==> config.mk <==
export PLATFORM = sky130hd
export DESIGN_NAME = ptr_sprite
export DESIGN_NICKNAME = d
export VERILOG_FILES = /design/src/rtl/sprite_pkg.sv /design/src/rtl/sprite_regs.sv /design/src/rtl/sprite_fetch.sv /design/src/rtl/sprite_mixer.sv /design/src/rtl/ptr_sprite.sv
export SDC_FILE = /design/constraint.sdc
export NUM_CORES = 1
export LEC_CHECK = 0
export BUFFER_PORTS_ARGS = -buffer_cell sky130_fd_sc_hd__clkbuf_2
export CAP_MARGIN = 10
export CORE_ASPECT_RATIO = 0.5
export CORE_MARGIN = 4
export CORE_UTILIZATION = 51
export DETAILED_ROUTE_END_ITERATION = 12
export HOLD_SLACK_MARGIN = 0.15
export PLACE_DENSITY = 0.72
export SYNTH_ARGS = -nofsm -noshare
export SYNTH_HDL_FRONTEND = slang
export SYNTH_SLANG_ARGS = --single-unit
==> constraint.sdc <==
create_clock -name clk -period 3.05 [get_ports clk]
set_input_delay 0.4575 -clock clk [delete_from_list [all_inputs] [get_ports clk]]
set_output_delay 0.4575 -clock clk [all_outputs]
set_load 0.05 [all_outputs]
==> src/rtl/sprite_pkg.sv <==
package sprite_pkg;

  typedef enum logic [1:0] {
    F_IDLE = 2'd0,
    F_REQ  = 2'd1,
    F_WAIT = 2'd2
  } fetch_state_t;

  localparam int unsigned RGB_W = 16;

  // Saturating expansion of a 3-bit on/off colour into 5-6-5
  function automatic logic [RGB_W-1:0] expand_rgb(input logic [2:0] rgb);
    return {{5{rgb[2]}}, {6{rgb[1]}}, {5{rgb[0]}}};
  endfunction

endpackage

==> src/rtl/sprite_regs.sv <==
module sprite_regs #(
  parameter int X_W    = 10,
  parameter int Y_W    = 10,
  parameter int ADDR_W = 24
) (
  input  logic              clk,
  input  logic              rst_n,
  input  logic              cfg_we,
  input  logic [1:0]        cfg_sel,
  input  logic [ADDR_W-1:0] cfg_wdata,
  input  logic              vblank,
  output logic [X_W-1:0]    live_x,
  output logic [Y_W-1:0]    live_y,
  output logic [ADDR_W-1:0] live_base
);

  logic [X_W-1:0]    sh_x;
  logic [Y_W-1:0]    sh_y;
  logic [ADDR_W-1:0] sh_base;
  logic              vb_q;
  logic              frame_tick;

  assign frame_tick = vblank && !vb_q;

  always_ff @(posedge clk) begin
    if (!rst_n) begin
      sh_x      <= '0;
      sh_y      <= '0;
      sh_base   <= '0;
      live_x    <= '0;
      live_y    <= '0;
      live_base <= '0;
      vb_q      <= 1'b0;
    end else begin
      vb_q <= vblank;
      if (cfg_we) begin
        unique case (cfg_sel)
          2'd0:    sh_x    <= cfg_wdata[X_W-1:0];
          2'd1:    sh_y    <= cfg_wdata[Y_W-1:0];
          2'd2:    sh_base <= cfg_wdata;
          default: ;
        endcase
      end
      if (frame_tick) begin
        live_x    <= sh_x;
        live_y    <= sh_y;
        live_base <= sh_base;
      end
    end
  end

  // Working registers only move on the frame edge
  assert_live_hold_R7: assert property (@(posedge clk) disable iff (!rst_n)
    !frame_tick |=> $stable(live_x) && $stable(live_y) && $stable(live_base));

endmodule

==> src/rtl/sprite_fetch.sv <==
module sprite_fetch
  import sprite_pkg::*;
#(
  parameter int Y_W    = 10,
  parameter int ADDR_W = 24,
  parameter int SIZE   = 16,
  parameter int BPP    = 4,
  parameter int WORD_W = 16
) (
  input  logic                   clk,
  input  logic                   rst_n,
  input  logic                   hblank,
  input  logic [Y_W-1:0]         next_y,
  input  logic [Y_W-1:0]         live_y,
  input  logic [ADDR_W-1:0]      live_base,
  output logic                   dma_req_valid,
  input  logic                   dma_req_ready,
  output logic [ADDR_W-1:0]      dma_req_addr,
  input  logic                   dma_rsp_valid,
  input  logic [WORD_W-1:0]      dma_rsp_data,
  output logic [SIZE*BPP-1:0]    row_bits,
  output logic                   row_valid,
  output logic [Y_W-1:0]         row_y
);

  localparam int ROW_BITS = SIZE * BPP;
  localparam int WORDS    = ROW_BITS / WORD_W;
  localparam int WCNT_W   = (WORDS > 1) ? $clog2(WORDS) : 1;
  localparam int ROW_W    = $clog2(SIZE);

  fetch_state_t      state;
  logic              hb_q;
  logic              hb_rise;
  logic [Y_W:0]      dy;
  logic              hit;
  logic [ROW_W-1:0]  row_idx;
  logic [WCNT_W-1:0] req_cnt;
  logic [WCNT_W-1:0] rsp_cnt;
  logic              req_last;
  logic              rsp_last;
  logic [WORD_W-1:0] words [WORDS];

  assign hb_rise  = hblank && !hb_q;
  assign dy       = {1'b0, next_y} - {1'b0, live_y};
  assign hit      = (next_y >= live_y) && (dy < (Y_W+1)'(SIZE));
  assign req_last = (req_cnt == WCNT_W'(WORDS-1));
  assign rsp_last = (rsp_cnt == WCNT_W'(WORDS-1));

  assign dma_req_valid = (state == F_REQ) && hblank;
  assign dma_req_addr  = live_base + ADDR_W'({row_idx, req_cnt});

  always_ff @(posedge clk) begin
    if (!rst_n) begin
      state     <= F_IDLE;
      hb_q      <= 1'b0;
      row_valid <= 1'b0;
      row_y     <= '0;
      row_idx   <= '0;
      req_cnt   <= '0;
      rsp_cnt   <= '0;
    end else begin
      hb_q <= hblank;
      if (state == F_IDLE) begin
        if (hb_rise) begin
          row_valid <= 1'b0;
          if (hit) begin
            state   <= F_REQ;
            row_idx <= dy[ROW_W-1:0];
            row_y   <= next_y;
            req_cnt <= '0;
            rsp_cnt <= '0;
          end
        end
      end else if (!hblank) begin
        state <= F_IDLE;
      end else begin
        if (state == F_REQ && dma_req_ready) begin
          req_cnt <= req_cnt + 1'b1;
          if (req_last) state <= F_WAIT;
        end
        if (dma_rsp_valid) begin
          rsp_cnt <= rsp_cnt + 1'b1;
          if (rsp_last) begin
            row_valid <= 1'b1;
            state     <= F_IDLE;
          end
        end
      end
    end
  end

  always_ff @(posedge clk) begin
    if (state != F_IDLE && hblank && dma_rsp_valid) words[rsp_cnt] <= dma_rsp_data;
  end

  // First word holds the leftmost pixels in the top of the row
  for (genvar k = 0; k < WORDS; k++) begin : g_row
    assign row_bits[ROW_BITS-1-k*WORD_W -: WORD_W] = words[k];
  end

  assert_req_in_gap_R4: assert property (@(posedge clk) disable iff (!rst_n)
    dma_req_valid |-> hblank);

  assert_req_hold_R5: assert property (@(posedge clk) disable iff (!rst_n)
    dma_req_valid && !dma_req_ready |=> !hblank || (dma_req_valid && $stable(dma_req_addr)));

  assert_row_in_gap_R6: assert property (@(posedge clk) disable iff (!rst_n)
    $rose(row_valid) |-> $past(hblank) && $past(dma_rsp_valid));

endmodule

==> src/rtl/sprite_mixer.sv <==
module sprite_mixer
  import sprite_pkg::*;
#(
  parameter int X_W  = 10,
  parameter int Y_W  = 10,
  parameter int SIZE = 16,
  parameter int BPP  = 4
) (
  input  logic                clk,
  input  logic                rst_n,
  input  logic                s_active,
  input  logic [X_W-1:0]      s_x,
  input  logic [Y_W-1:0]      s_y,
  input  logic [RGB_W-1:0]    s_data,
  input  logic [X_W-1:0]      live_x,
  input  logic [SIZE*BPP-1:0] row_bits,
  input  logic                row_valid,
  input  logic [Y_W-1:0]      row_y,
  output logic [RGB_W-1:0]    m_data
);

  localparam int ROW_BITS = SIZE * BPP;
  localparam int COL_W    = $clog2(SIZE);

  logic [X_W:0]        dx;
  logic                in_x;
  logic                in_y;
  logic [COL_W-1:0]    col;
  logic [ROW_BITS-1:0] shifted;
  logic [BPP-1:0]      code;

  assign dx      = {1'b0, s_x} - {1'b0, live_x};
  assign in_x    = (s_x >= live_x) && (dx < (X_W+1)'(SIZE));
  assign in_y    = row_valid && (row_y == s_y);
  assign col     = dx[COL_W-1:0];
  assign shifted = row_bits << (col * BPP);
  assign code    = shifted[ROW_BITS-1 -: BPP];

  always_comb begin
    m_data = s_data;
    if (s_active && in_x && in_y && code[BPP-1]) m_data = expand_rgb(code[2:0]);
  end

  assert_pass_R9: assert property (@(posedge clk) disable iff (!rst_n)
    (!s_active || !row_valid || s_y != row_y) |-> m_data == s_data);

  assert_saturate_R1: assert property (@(posedge clk) disable iff (!rst_n)
    (m_data != s_data) |-> ((m_data[15:11] == 5'h00 || m_data[15:11] == 5'h1F) &&
                            (m_data[10:5]  == 6'h00 || m_data[10:5]  == 6'h3F) &&
                            (m_data[4:0]   == 5'h00 || m_data[4:0]   == 5'h1F)));

endmodule

==> src/rtl/ptr_sprite.sv <==
module ptr_sprite
  import sprite_pkg::*;
#(
  parameter int X_W    = 10,
  parameter int Y_W    = 10,
  parameter int ADDR_W = 24,
  parameter int SIZE   = 16,
  parameter int BPP    = 4,
  parameter int WORD_W = 16
) (
  input  logic              clk,
  input  logic              rst_n,
  input  logic              cfg_we,
  input  logic [1:0]        cfg_sel,
  input  logic [ADDR_W-1:0] cfg_wdata,
  input  logic              vblank,
  input  logic              hblank,
  input  logic [Y_W-1:0]    next_y,
  input  logic              s_valid,
  output logic              s_ready,
  input  logic              s_active,
  input  logic [X_W-1:0]    s_x,
  input  logic [Y_W-1:0]    s_y,
  input  logic [RGB_W-1:0]  s_data,
  output logic              m_valid,
  input  logic              m_ready,
  output logic [RGB_W-1:0]  m_data,
  output logic              dma_req_valid,
  input  logic              dma_req_ready,
  output logic [ADDR_W-1:0] dma_req_addr,
  input  logic              dma_rsp_valid,
  input  logic [WORD_W-1:0] dma_rsp_data
);

  localparam int ROW_BITS = SIZE * BPP;

  logic [X_W-1:0]      live_x;
  logic [Y_W-1:0]      live_y;
  logic [ADDR_W-1:0]   live_base;
  logic [ROW_BITS-1:0] row_bits;
  logic                row_valid;
  logic [Y_W-1:0]      row_y;

  assign m_valid = s_valid;
  assign s_ready = m_ready;

  sprite_regs #(.X_W(X_W), .Y_W(Y_W), .ADDR_W(ADDR_W)) u_regs (
    .clk(clk), .rst_n(rst_n), .cfg_we(cfg_we), .cfg_sel(cfg_sel), .cfg_wdata(cfg_wdata),
    .vblank(vblank), .live_x(live_x), .live_y(live_y), .live_base(live_base)
  );

  sprite_fetch #(.Y_W(Y_W), .ADDR_W(ADDR_W), .SIZE(SIZE), .BPP(BPP), .WORD_W(WORD_W)) u_fetch (
    .clk(clk), .rst_n(rst_n), .hblank(hblank), .next_y(next_y), .live_y(live_y),
    .live_base(live_base), .dma_req_valid(dma_req_valid), .dma_req_ready(dma_req_ready),
    .dma_req_addr(dma_req_addr), .dma_rsp_valid(dma_rsp_valid), .dma_rsp_data(dma_rsp_data),
    .row_bits(row_bits), .row_valid(row_valid), .row_y(row_y)
  );

  sprite_mixer #(.X_W(X_W), .Y_W(Y_W), .SIZE(SIZE), .BPP(BPP)) u_mixer (
    .clk(clk), .rst_n(rst_n), .s_active(s_active), .s_x(s_x), .s_y(s_y), .s_data(s_data),
    .live_x(live_x), .row_bits(row_bits), .row_valid(row_valid), .row_y(row_y), .m_data(m_data)
  );

endmodule

# Word-level counts from Yosys, hierarchy flattened
# Memory sizes are Yosys's and may differ from the RTL's.
# Index checks and enable logic that the tools add are counted.
[classes]
n_addsub = 5
order_cmp = 4
n_eq_ne = 8
shifts = 1
mux = 24
reduce_logical = 29
[ops]
columns = ["operator", "count"]
rows = [
  ["64-bit by 6-bit left shift with 64-bit output", 1],
  ["2-bit two-way mux", 16],
  ["24-bit by 6-bit adder with 24-bit output", 1],
  ["11-bit by 5-bit < comparator with 1-bit output (second input constant)", 2],
  ["10-bit by 10-bit subtractor with 11-bit output", 2],
  ["10-bit >= comparator", 2],
  ["16-bit two-way mux", 1],
  ["1-bit logical AND", 12],
  ["4-bit AND reduction", 3],
  ["10-bit == test", 1],
  ["2-bit nonzero test", 5],
  ["2-bit AND reduction", 4],
  ["1-bit two-way mux", 7],
  ["2-bit == test (second input constant)", 3],
  ["2-bit by 1-bit adder with 2-bit output (second input constant)", 2],
  ["2-bit by 1-bit == test with 1-bit output (second input constant)", 2],
  ["2-bit logical NOT", 2],
  ["2-bit by 1-bit inequality test with 1-bit output (second input constant)", 2],
  ["3-bit AND reduction", 1],
  ["1-bit logical NOT", 2],
]
[word_totals]
register_bits = 111
mem_bits_rw = 64
wordCells = 86
n_memories = 1
[memory_table]
columns = ["memory", "words", "word_bits", "rd", "rd_clocked_by_memory_dff", "wr", "line_no", "rtl"]
rows = [
  ["u_fetch.words", 4, 16, 4, 0, 1, "sprite_fetch.sv:41", "logic [WORD_W-1:0] words [WORDS];"],
]

# Logic depth before layout (Yosys ltp)
# Gate-level depths: netlist of the first run.
[logic_depth]
word_depth = 7
ltp_mapped = 13
ltp_nobuf = 11

# By module
# Synthesis of the first run repeated with hierarchy kept, for this count alone.
[hier_totals]
cells_unflattened = 854
hier_area_um2 = 8568.2
[by_module_without_submodules]
columns = ["mod", "n_inst", "cells_each", "area_each_um2", "seq_area_each_um2"]
rows = [
  ["sprite_fetch", 1, 317, 3901.2, 2362.3],
  ["sprite_regs", 1, 370, 3224.3, 1781.7],
  ["sprite_mixer", 1, 165, 1427.6, 0.0],
  ["ptr_sprite", 1, 2, 15.0, 0.0],
]

# Least setup slack after synthesis of the first run
# No wires, ideal clock.
[synth_path]
kind = "input to output"
from = "input s_x[0]"
to = "output m_data[11]"
t_arrival_ns = 2.983
required_time_ns = 2.592
setup_slack_ns = -0.391
stages = 11
cell_sequence = "inv_1 > ha_1 > inv_1 > fa_1 > clkbuf_1 > mux4_2 > mux4_2 > o2111ai_4 > buf_2 > nand2_1 > nand2_1"
[synth_via]
elab_chain_len = 7
[synth_rtl]
columns = ["item", "line_no", "rtl"]
rows = [
  ["start: declaration", "ptr_sprite.sv:22", "input logic [X_W-1:0] s_x,"],
  ["10-bit by 10-bit subtractor with 11-bit output", "sprite_mixer.sv:32", "assign dx = {1'b0, s_x} - {1'b0, live_x};"],
  ["11-bit by 5-bit < comparator with 1-bit output", "sprite_mixer.sv:33", "assign in_x = (s_x >= live_x) && (dx < (X_W+1)'(SIZE));"],
  ["1-bit logical AND", "sprite_mixer.sv:33", ""],
  ["1-bit logical AND (3 in a row)", "sprite_mixer.sv:41", "if (s_active && in_x && in_y && code[BPP-1]) m_data = expand_rgb(code[2:0]);"],
  ["16-bit two-way mux *", "sprite_mixer.sv:41", ""],
  ["end: declaration", "ptr_sprite.sv:27", "output logic [RGB_W-1:0] m_data,"],
]
# Mark *: on every way between the ends. The rest lies on a longest branch, timed or not.

# Final worst setup path of the first run
[layout_path]
from = "register u_regs.live_x[1]"
to = "output m_data[6]"
[layout_via]
elab_chain_len = 7
[layout_rtl]
columns = ["item", "line_no", "rtl"]
rows = [
  ["start: declaration", "sprite_regs.sv:12", "output logic [X_W-1:0] live_x,"],
  ["start signal: assignment", "sprite_regs.sv:30", "live_x <= '0;"],
  ["start signal: assignment", "sprite_regs.sv:45", "live_x <= sh_x;"],
  ["10-bit by 10-bit subtractor with 11-bit output", "sprite_mixer.sv:32", ""],
  ["11-bit by 5-bit < comparator with 1-bit output", "sprite_mixer.sv:33", ""],
  ["1-bit logical AND", "sprite_mixer.sv:33", ""],
  ["1-bit logical AND (3 in a row)", "sprite_mixer.sv:41", ""],
  ["16-bit two-way mux *", "sprite_mixer.sv:41", ""],
]
# Marked as above.

==> results.yml, run 1 <==
outcome:
  outcome: "complete, but fails checks"
  violations: "setup timing"
pwr:
  power_density_nw_per_um2: 456
  power_switching_share_pct: 24.9
  p_sw_uw: 1330
  clkPwrFrac_pct: 41.6
  power_uw: 5340
  seq_power_share_pct: 46.2
  combPwrFrac_pct: 12.2
  leakage_uw: 0.00459
  irDropWorstVdd_uv: 383
  p_int_uw: 4010
timing:
  period_needed_ns: 3.75
  slew_violations: 0
  tightestPinTransition_ns: 1.02
  finalHoldViolCount: 0
  timing.fmax_mhz: 267
  fin_skew_ns: 0.0114
  fin_crit_sh_pct: 123
  setup_viol: 24
  rsz0062_at_grt: "yes"
  max_slew_margin_pct: 31.7
  setup_slack_ns: -0.696
  final.setup.tns_ns: -11.46
routing:
  vias_per_cell: 5.17
  dr.pass1.iters: 4
  vias: 6552
  first_iter_violations: 302
  antenna_left: 0
  drc_errors: 0
  drt_wl_total_um: 20300
  wl_per_cell_um: 16.0
grt:
  grt_pass1_wl_um: 33200
  grt_use_total_pct: 21.9
  grt_max_degree: 51
  grt_pass1_vias: 6783
  gr-total-overflow: 0
  antenna_found_initial: 0
floorplanning:
  coreArea_um2: 16400
  die_h_um: 99.2
  die_w_um: 190
  io_pins: 141
  initial_core_util_pct: 51.9
  rows: 33
  dieArea_um2: 18900
job:
  cap_viol_max_count: 0
synth:
  synth-main-ff-cell: "dfxtp_1"
  yosys.area_share.simple_pct: 17.3
  avgSynthCellArea_um2: 10.0
  netlist_area_um2: 8490
  syn_nets: 978
  synth_xor_area_share_pct: 3.82
  synth_seq_cells: 175
  yosysWarnings: 0
  synth_cells: 846
  post-synth-top-area-cell: "dfxtp_1"
  synth.yosys.seq_area_share_pct: 48.8
  synth_adder_area_share_pct: 5.28
  synth_compound_area_share_pct: 11.9
  synth_edf_count: 64
  synth_top_area_share_pct: 26.2
  synth.area.top_cells: "dfxtp_1 (26%), edfxtp_1 (23%), nand2_1 (9.6%)"
  synthMuxAreaShare_pct: 9.24
  async_flop_share_pct: 0
  synth_top_family_by_area: "simple AND/OR/NAND/NOR gates"
  synth.distinct_cells: 59
critical_path:
  cp-end-kind: "output pin"
  reg2reg_depth: 11
  required_ns: 2.59
  cp.arrival_ns: 3.29
  worstPathMaxFanout: 7
  worstReg2RegEnd: "u_fetch.row_y[9]$_SDFFE_PN0P_"
  cp-startpoint: "u_regs.live_x[1]$_SDFFE_PN0P_"
  path_class: "flop to output pin"
  rr_startpoint: "u_regs.live_y[0]$_SDFFE_PN0P_"
  r2r_setup_slack_ns: 0.17
  start_kind: "flop"
  setup.worst_path.end: "m_data[6]"
layout:
  nFillCells: 1195
  design_area_um2: 11700
  regArea_um2: 4150
  synthToLayoutAreaGrowth_pct: 37.9
  stdcell_count: 1267
  fin_nets: 1159
  multiInputGateArea_um2: 4750
  num_antenna_cells: 0
  drive_above_1_share_pct: 33.6
clock_network:
  root_buffer: "clkbuf_16"
  hold_buffers: 0
  cts_max_path_buffers: 2
  clock-sinks: 175
  cts.reportedPaths.clkPinSlew_ns: 0.07
  cts_tree: "done"
  numCtsBuffers: 17
  clock_latency_ns: 0.42
  ctsHtreeMaxLevel: 4
placement:
  port_buffers: 136
  gp_congestion: 0.889
  hpwl_um: 14100
  dp.cells: 1219
  place_area_um2: 10400
hold_path:
  hp-class: "input port to flop"
[power groups by stage]
stage	Combinational, uW	Clock [uW]	Sequential (uW)
6_report	651	2220	2460
5_1_grt	709	2360	2470
4_1_cts	644	2280	2460
3_5_place_dp	597	0	2520
3_3_place_gp	583	0	2520
2_1_floorplan	388	0	2510
[worst max-delay path, stage by stage, from the launching register on]
cell and delay, ns:
dfxtp_2 0.33, inv_2 0.07, ha_4 0.19, nor2b_4 0.12
o2111a_1 0.24, or4_4 0.53, a2111oi_4 0.37, o2111ai_4 0.28
a211o_4 0.47, nand2_4 0.11, clkbuf_16 0.16
[per-layer routing]
metal	vias up	track usage [%]	routed length, um
met2	141	39.2	10300
met5	-	0	0
met1	3130	27.5	8760
met3	16	5.29	1060
met4	0	4.19	213
li1	3265	-	-
[synthesized netlist by cell type (all sizes together), types with 2 or more instances]
cell type  count
or2            2
nor2b         27
or4            2
o21ai         13
o21a           5
nor3           6
and2b          2
nand2        218
and2           7
fa             3
a21oi         12
nor3b          2
a211o          4
mux4          17
buf           10
xor2          22
or3            2
a41o           2
a21boi        70
ha            31
nor2          26
nand3         13
dfxtp        111
mux2i         39
clkbuf        33
o22ai          3
and4           2
nand2b         4
edfxtp        64
xnor2         15
nand4          2
a21o           3
a211oi         6
o31ai          3
nand3b         3
nor4           3
o2111a         2
and3           7
inv           35
[area by class of cell]
cell class / instances / area share (%)
multi-input combinational: 593 / 40.6
sequential: 175 / 35.5
timing repair buffer: 205 / 15.3
clock buffer: 17 / 3.63
tap: 227 / 2.42
clock inverter: 15 / 1.46
inverter: 35 / 1.19
[cell families (layout without fill, tap and decap cells)]
| kind of cell | count (synthesis) | in the layout |
|---|---|---|
| xor+xnor | 37 | 37 |
| mux | 57 | 57 |
| simple gates | 331 | 331 |
| buf+inv | 78 | 272 |
| flops | 175 | 175 |
| fa+ha+maj | 34 | 34 |
| compound gates | 134 | 134 |
[worst min-delay path by stage]
| stage | startpoint | endpoint | cells after the start |
|---|---|---|---|
| 6_report | dma_rsp_data[15] | u_fetch.words[0][15]$_DFFE_PP_ | 1 |
| 3_3_place_gp | u_regs.sh_x[2]$_SDFFE_PN0P_ | u_regs.live_x[2]$_SDFFE_PN0P_ | 2 |
| 3_5_place_dp | u_regs.sh_base[17]$_SDFFE_PN0P_ | u_regs.live_base[17]$_SDFFE_PN0P_ | 2 |
| 2_1_floorplan | u_fetch.row_idx[0]$_SDFFE_PN0P_ | u_fetch.row_idx[0]$_SDFFE_PN0P_ | 2 |
| 4_1_cts | dma_rsp_data[15] | u_fetch.words[0][15]$_DFFE_PP_ | 1 |
| 5_1_grt | dma_rsp_data[15] | u_fetch.words[0][15]$_DFFE_PP_ | 1 |
[timing repair]
action,CTS,global route
buffers inserted,8,7
hold endpoints to repair,0,0
resized for setup,84,46
gates cloned,0,1
endpoints found under the setup margin,33,49
pin swaps,23,25
[per-stage QoR]
step / hold WS [ns] / utilization (%) / setup slack (ns)
2_1_floorplan: 0.438 / - / -0.202
3_5_place_dp: 0.456 / 63.5 / -0.676
3_3_place_gp: 0.446 / 63.5 / -0.603
4_1_cts: 0.241 / 70.3 / -0.820
6_report: 0.262 / 71.6 / -0.696
5_1_grt: 0.243 / 71.6 / -0.824
[sequential cells by signal, indices dropped and copies added, names as in the netlist]
register,count
u_fetch.words,64
u_regs.live_base,24
u_regs.sh_base,24
u_fetch.row_y,10
u_regs.live_x,10
u_regs.live_y,10
u_regs.sh_x,10
u_regs.sh_y,10
u_fetch.row_idx,4
u_fetch.req_cnt,2
u_fetch.rsp_cnt,2
u_fetch.state,2
u_fetch.hb_q,1
u_fetch.row_valid,1
u_regs.vb_q,1
[placed cells by master, fill, tap and decap left out, types with 6 or more instances in the layout]
cell,netlist,routed
xor2_1,22,15
mux4_2,17,17
xnor2_4,0,7
nand3_1,13,9
clkbuf_2,0,102
and3_1,7,6
nand2_8,0,11
mux2i_1,39,39
buf_12,0,14
nand2_1,218,190
dfxtp_1,111,105
nor2b_1,27,24
nor2_1,26,22
nor3_1,6,6
inv_1,35,31
clkbuf_16,0,33
a21oi_1,12,10
ha_1,31,27
and2_1,7,7
a21boi_0,69,68
o21ai_0,13,10
nand2_4,0,13
xor2_2,0,7
buf_6,1,8
edfxtp_1,64,64
buf_4,3,61
Note: power is estimated with default switching activity, not from simulation.
==> run 2: changes to the inputs <==
--- a/config.mk
+++ b/config.mk
@@ -11,6 +11,7 @@
 export CORE_MARGIN = 4
 export CORE_UTILIZATION = 51
 export DETAILED_ROUTE_END_ITERATION = 12
+export GPL_TIMING_DRIVEN = 0
 export HOLD_SLACK_MARGIN = 0.15
 export PLACE_DENSITY = 0.72
 export SYNTH_ARGS = -nofsm -noshare
==> run 2 against run 1 <==
Net effect:
- the run still ends with setup timing left
- sequential cell count unchanged
- global-route usage about the same
- die area unchanged
- clock power down 7%
- power down 2.8%
- first-iteration DRC count up 21%
- critical path type unchanged
==> results.yml, run 2 (synthesized netlist as in run 1, its figures left out) <==
routing:
  dr.pass1.iters: 5
  antenna_left: 0
  vias: 6581
  drt_wl_total_um: 20800
  drc_errors: 0
  vias_per_cell: 5.18
  wl_per_cell_um: 16.3
  first_iter_violations: 366
timing:
  finalHoldViolCount: 0
  rsz0062_at_grt: "yes"
  setup_slack_ns: -0.753
  slew_violations: 0
  max_slew_margin_pct: 46.0
  timing.fmax_mhz: 263
  tightestPinTransition_ns: 0.809
  period_needed_ns: 3.80
  fin_skew_ns: 0.00957
  fin_crit_sh_pct: 125
  setup_viol: 22
  final.setup.tns_ns: -11.90
  worst_hold_slack_ns: 0.258
floorplanning:
  dieArea_um2: 18900
  io_pins: 141
  coreArea_um2: 16400
  die_h_um: 99.2
  die_w_um: 190
  initial_core_util_pct: 51.9
  rows: 33
critical_path:
  worstReg2RegEnd: "u_fetch.row_idx[2]$_SDFFE_PN0P_"
  cp-end-kind: "output pin"
  path_class: "flop to output pin"
  cp_slowest_stage_delay_ns: 0.50
  crit_slowest_cell: "or4_4"
  rr_startpoint: "u_regs.live_y[0]$_SDFFE_PN0P_"
  worstPathMaxFanout: 6
  start_kind: "flop"
  reg2reg_depth: 12
  r2r_setup_slack_ns: 0.21
  crit_chain: "inv_4 > ha_4 > nor2b_4 > o2111a_1 > or4_4 > a2111oi_4 > o2111ai_4 > a211o_4 > nand2_4 > clkbuf_16"
  required_ns: 2.59
  cp.arrival_ns: 3.35
grt:
  antenna_found_initial: 0
  gr-total-overflow: 0
  grt_pass1_vias: 6617
  grt_max_degree: 19
  grt_pass1_wl_um: 32800
  grt_use_total_pct: 21.9
layout:
  num_antenna_cells: 0
  fin_nets: 1163
  top_regs: "u_fetch.words (64), u_regs.live_base (24), u_regs.sh_base (24)"
  stdcell_count: 1271
  largest_reg_flops: 64
  drive_above_1_share_pct: 30.6
  mostFrequentLayoutCells: "nand2_1 (185), clkbuf_2 (107), dfxtp_1 (105), a21boi_0 (68), edfxtp_1 (64)"
  synthToLayoutAreaGrowth_pct: 34.8
  final_common_cell: "nand2_1"
  largest_register: "u_fetch.words"
placement:
  hpwl_um: 14800
  gp_congestion: 0.861
  port_buffers: 137
  dp.cells: 1211
job:
  cap_viol_max_count: 0
clock_network:
  cts.reportedPaths.clkPinSlew_ns: 0.07
  clock-sinks: 175
  root_buffer: "clkbuf_16"
  clock_latency_ns: 0.42
  numCtsBuffers: 17
  cts_tree: "done"
  cts_max_path_buffers: 2
  ctsHtreeMaxLevel: 4
pwr:
  power_uw: 5190
  power_density_nw_per_um2: 453
  irDropWorstVdd_uv: 303
  leakage_uw: 0.00441
outcome:
  outcome: "complete, but fails checks"
  violations: "setup timing"
hold_path:
  min-delay-start: "dma_rsp_data[2]"
  hold_path_end: "u_fetch.words[3][2]$_DFFE_PP_"
  hp-class: "input port to flop"
  hold_depth: 1
[run 2: stage by stage]
step,utilization [%],instance area [um2],setup slack (ns)
CTS,68.7,11200,-0.816
finish,70.0,11400,-0.753
global route,70.0,11400,-0.805
detailed placement,61.0,9970,-0.730
floorplan,-,8990,-0.202
global placement,60.9,9960,-0.696
[run 2: cell type report]
cell class | instances | area, um2
Tap cell | 227 | 284
Timing Repair Buffer | 166 | 1390
Clock inverter | 15 | 135
Multi-Input combinational cell | 594 | 4720
Inverter | 35 | 141
Clock buffer | 17 | 425
Fill cell | 1221 | 4900
Buffer | 42 | 198
Sequential cell | 175 | 4160
[run 2: layer usage]
layer / part of all wire, % / vias up / GRT usage, %
met5: 0 / - / 0
met4: 1.4 / 0 / 5.90
met3: 4.6 / 27 / 3.93
met2: 49 / 165 / 38.5
met1: 45 / 3110 / 28.3
li1: - / 3279 / -
[run 2: what timing repair did]
item,in CTS,in global routing
gates resized for setup,105,51
endpoints found under the hold margin,0,0
pin swaps,24,22
buffers inserted,13,14
endpoints found under the setup margin,42,51
gates cloned,2,0
hold buffers,0,0
[run 2: worst max-delay path, delay by kind of cell (launching register included)]
kind | cells | cell delay, ns
AO/OA/AOI/OAI | 4 | 1.43
adder cells (fa/ha/maj) | 1 | 0.20
buffers and inverters | 2 | 0.21
flip-flops | 1 | 0.35
AND/OR/NAND/NOR | 3 | 0.73
[run 2: worst max path at each step]
stage,cells past startpoint,to,startpoint,slack [ns]
finish,10,m_data[6],u_regs.live_x[1]$_SDFFE_PN0P_,-0.75
global route,10,m_data[6],u_regs.live_x[1]$_SDFFE_PN0P_,-0.81
CTS,10,m_data[6],u_regs.live_x[1]$_SDFFE_PN0P_,-0.82
detailed placement,12,m_data[11],s_x[0],-0.73
global placement,12,m_data[11],s_x[0],-0.70
floorplan,8,m_data[6],s_x[1],-0.20
[run 2: where the power goes]
group | internal, uW | total [uW] | leakage [uW] | switching [uW]
Sequential | 2440 | 2460 | 0.00148 | 19.5
Combinational | 293 | 661 | 0.00266 | 368
Clock | 1080 | 2060 | 0.000270 | 981
==> run 3: changes to the inputs <==
==> constraint.sdc (replaced) <==
create_clock -name clk -period 3.2 [get_ports clk]
set_input_delay 0.48 -clock clk [delete_from_list [all_inputs] [get_ports clk]]
set_output_delay 0.48 -clock clk [all_outputs]
set_load 0.05 [all_outputs]
==> run 3 against run 2 <==
Net effect:
- the run still ends with setup timing left
- register-to-register slack is essentially flat
- critical path depth unchanged
- worst hold slack gained 0.024 ns
- die area did not move
- final area down 0.79%
- worst setup slack better by 0.11 ns
- sequential share of layout area increased by 0.27 points
- non-clock buffer count rose by 1
- wire length grew 1.3%
- largest power group unchanged
==> results.yml, run 3 (synthesized netlist as in run 1, its figures left out) <==
outcome:
  outcome: "complete, but fails checks"
  violations: "setup timing"
routing:
  antenna_left: 0
  vias_per_cell: 5.27
  drc_errors: 0
  wl_per_cell_um: 16.6
  dr.pass1.iters: 7
  drt_wl_total_um: 21100
  first_iter_violations: 339
  vias: 6704
layout:
  synthToLayoutAreaGrowth_pct: 33.8
  num_antenna_cells: 0
  final_common_cell: "nand2_1"
  drive_above_1_share_pct: 29.4
  top_regs: "u_fetch.words (64), u_regs.live_base (24), u_regs.sh_base (24)"
  largest_register: "u_fetch.words"
  largest_reg_flops: 64
  nFillCells: 1249
  design_area_um2: 11400
  mostFrequentLayoutCells: "nand2_1 (191), clkbuf_2 (107), dfxtp_1 (105), a21boi_0 (68), edfxtp_1 (64)"
  fin_nets: 1163
timing:
  setup_slack_ns: -0.640
  fin_skew_ns: 0.00697
  rsz0062_at_grt: "yes"
  final.setup.tns_ns: -9.85
  timing.fmax_mhz: 260
  tightestPinTransition_ns: 0.794
  fin_crit_sh_pct: 120
  period_needed_ns: 3.84
  slew_violations: 0
  worst_hold_slack_ns: 0.281
  setup_viol: 16
  max_slew_margin_pct: 47.0
  finalHoldViolCount: 0
clock_network:
  ctsHtreeMaxLevel: 4
  clock-sinks: 175
  cts_max_path_buffers: 2
  numCtsBuffers: 17
  cts.reportedPaths.clkPinSlew_ns: 0.07
  root_buffer: "clkbuf_16"
  cts_tree: "done"
  clock_latency_ns: 0.42
  hold_buffers: 0
floorplanning:
  initial_core_util_pct: 51.9
  rows: 33
  io_pins: 141
  coreArea_um2: 16400
  die_w_um: 190
  die_h_um: 99.2
  dieArea_um2: 18900
placement:
  hpwl_um: 14800
  gp_congestion: 0.869
  place_area_um2: 9930
  port_buffers: 137
grt:
  grt_pass1_wl_um: 33700
  grt_pass1_vias: 6686
  grt_max_degree: 18
  grt_use_total_pct: 22.3
  gr-total-overflow: 0
  antenna_found_initial: 0
hold_path:
  min-delay-start: "cfg_wdata[17]"
  hold_path_end: "u_regs.sh_base[17]$_SDFFE_PN0P_"
  hold_depth: 3
  hp-class: "input port to flop"
pwr:
  irDropWorstVdd_uv: 355
  leakage_uw: 0.00440
  power_density_nw_per_um2: 448
critical_path:
  rr_startpoint: "u_regs.live_y[0]$_SDFFE_PN0P_"
  path_class: "flop to output pin"
  r2r_setup_slack_ns: 0.20
  worstPathMaxFanout: 6
  cp.arrival_ns: 3.36
  required_ns: 2.72
  worstReg2RegEnd: "u_fetch.row_idx[2]$_SDFFE_PN0P_"
  start_kind: "flop"
  cp-end-kind: "output pin"
  reg2reg_depth: 12
job:
  cap_viol_max_count: 0
-- run 3: how the worst max path moves through the flow --
stage                                   from          to  depth (start not counted)
2_1_floorplan                         s_x[1]  m_data[11]                          8
3_3_place_gp                          s_x[0]  m_data[14]                         12
3_5_place_dp                          s_x[0]  m_data[14]                         12
4_1_cts        u_regs.live_x[1]$_SDFFE_PN0P_   m_data[9]                         10
5_1_grt        u_regs.live_x[1]$_SDFFE_PN0P_   m_data[9]                         10
6_report       u_regs.live_x[1]$_SDFFE_PN0P_   m_data[9]                         10
-- run 3: repair_timing --
| item | 4_1_cts | 5_1_grt |
|---|---|---|
| resized for setup | 92 | 42 |
| buffers inserted | 16 | 12 |
| endpoints found under the setup margin | 34 | 45 |
| pin swaps | 22 | 17 |
| cloned | 1 | 0 |
-- run 3: worst max-delay path, cell delays in order, from the launching register on --
cell and delay (ns):
dfxtp_2 0.35, inv_4 0.04, ha_4 0.20, nor2b_4 0.12, o2111a_1 0.25, or4_4 0.51, a2111oi_4 0.44, o2111ai_4 0.29
a211o_4 0.47, nand2_4 0.10, clkbuf_16 0.16
-- run 3: cell type report --
cell class | count | area [um2] | area share, %
plain buffers | 43 | 208 | 1.83
clock buffers | 17 | 425 | 3.75
clock inverters | 15 | 181 | 1.60
inverters | 35 | 146 | 1.29
multi-input cells | 593 | 4640 | 40.8
flip-flops and latches | 175 | 4160 | 36.6
well taps | 227 | 284 | 2.50
repair buffers | 166 | 1320 | 11.6
-- run 3: report_power, final --
part	internal, uW	switching, uW	leakage (uW)	total, uW
registers	2330	18.0	0.00148	2350
logic	268	343	0.00264	611
clock network	1240	894	0.000286	2130
total	3840	1250	0.00440	5090
-- run 3: per-stage QoR --
| stage | total power [uW] | setup WS, ns | std cells | util [%] |
|---|---|---|---|---|
| 2_1_floorplan | 2760 | -0.165 | 846 | - |
| 3_3_place_gp | 2930 | -0.634 | 1210 | 60.7 |
| 3_5_place_dp | 2940 | -0.655 | 1210 | 60.7 |
| 4_1_cts | 5110 | -0.689 | 1259 | 68.0 |
| 5_1_grt | 5270 | -0.736 | 1271 | 69.5 |
| 6_report | 5090 | -0.640 | 1271 | 69.5 |
-- run 3: routing by layer --
metal  share of wire [%]  vias to the layer above  track usage (%)
met2                  50                      175             39.0
li1                    -                     3295                -
met3                 4.3                       28             3.65
met1                  44                     3206             29.0
met4                 1.5                        0             6.45
met5                   0                        -                0
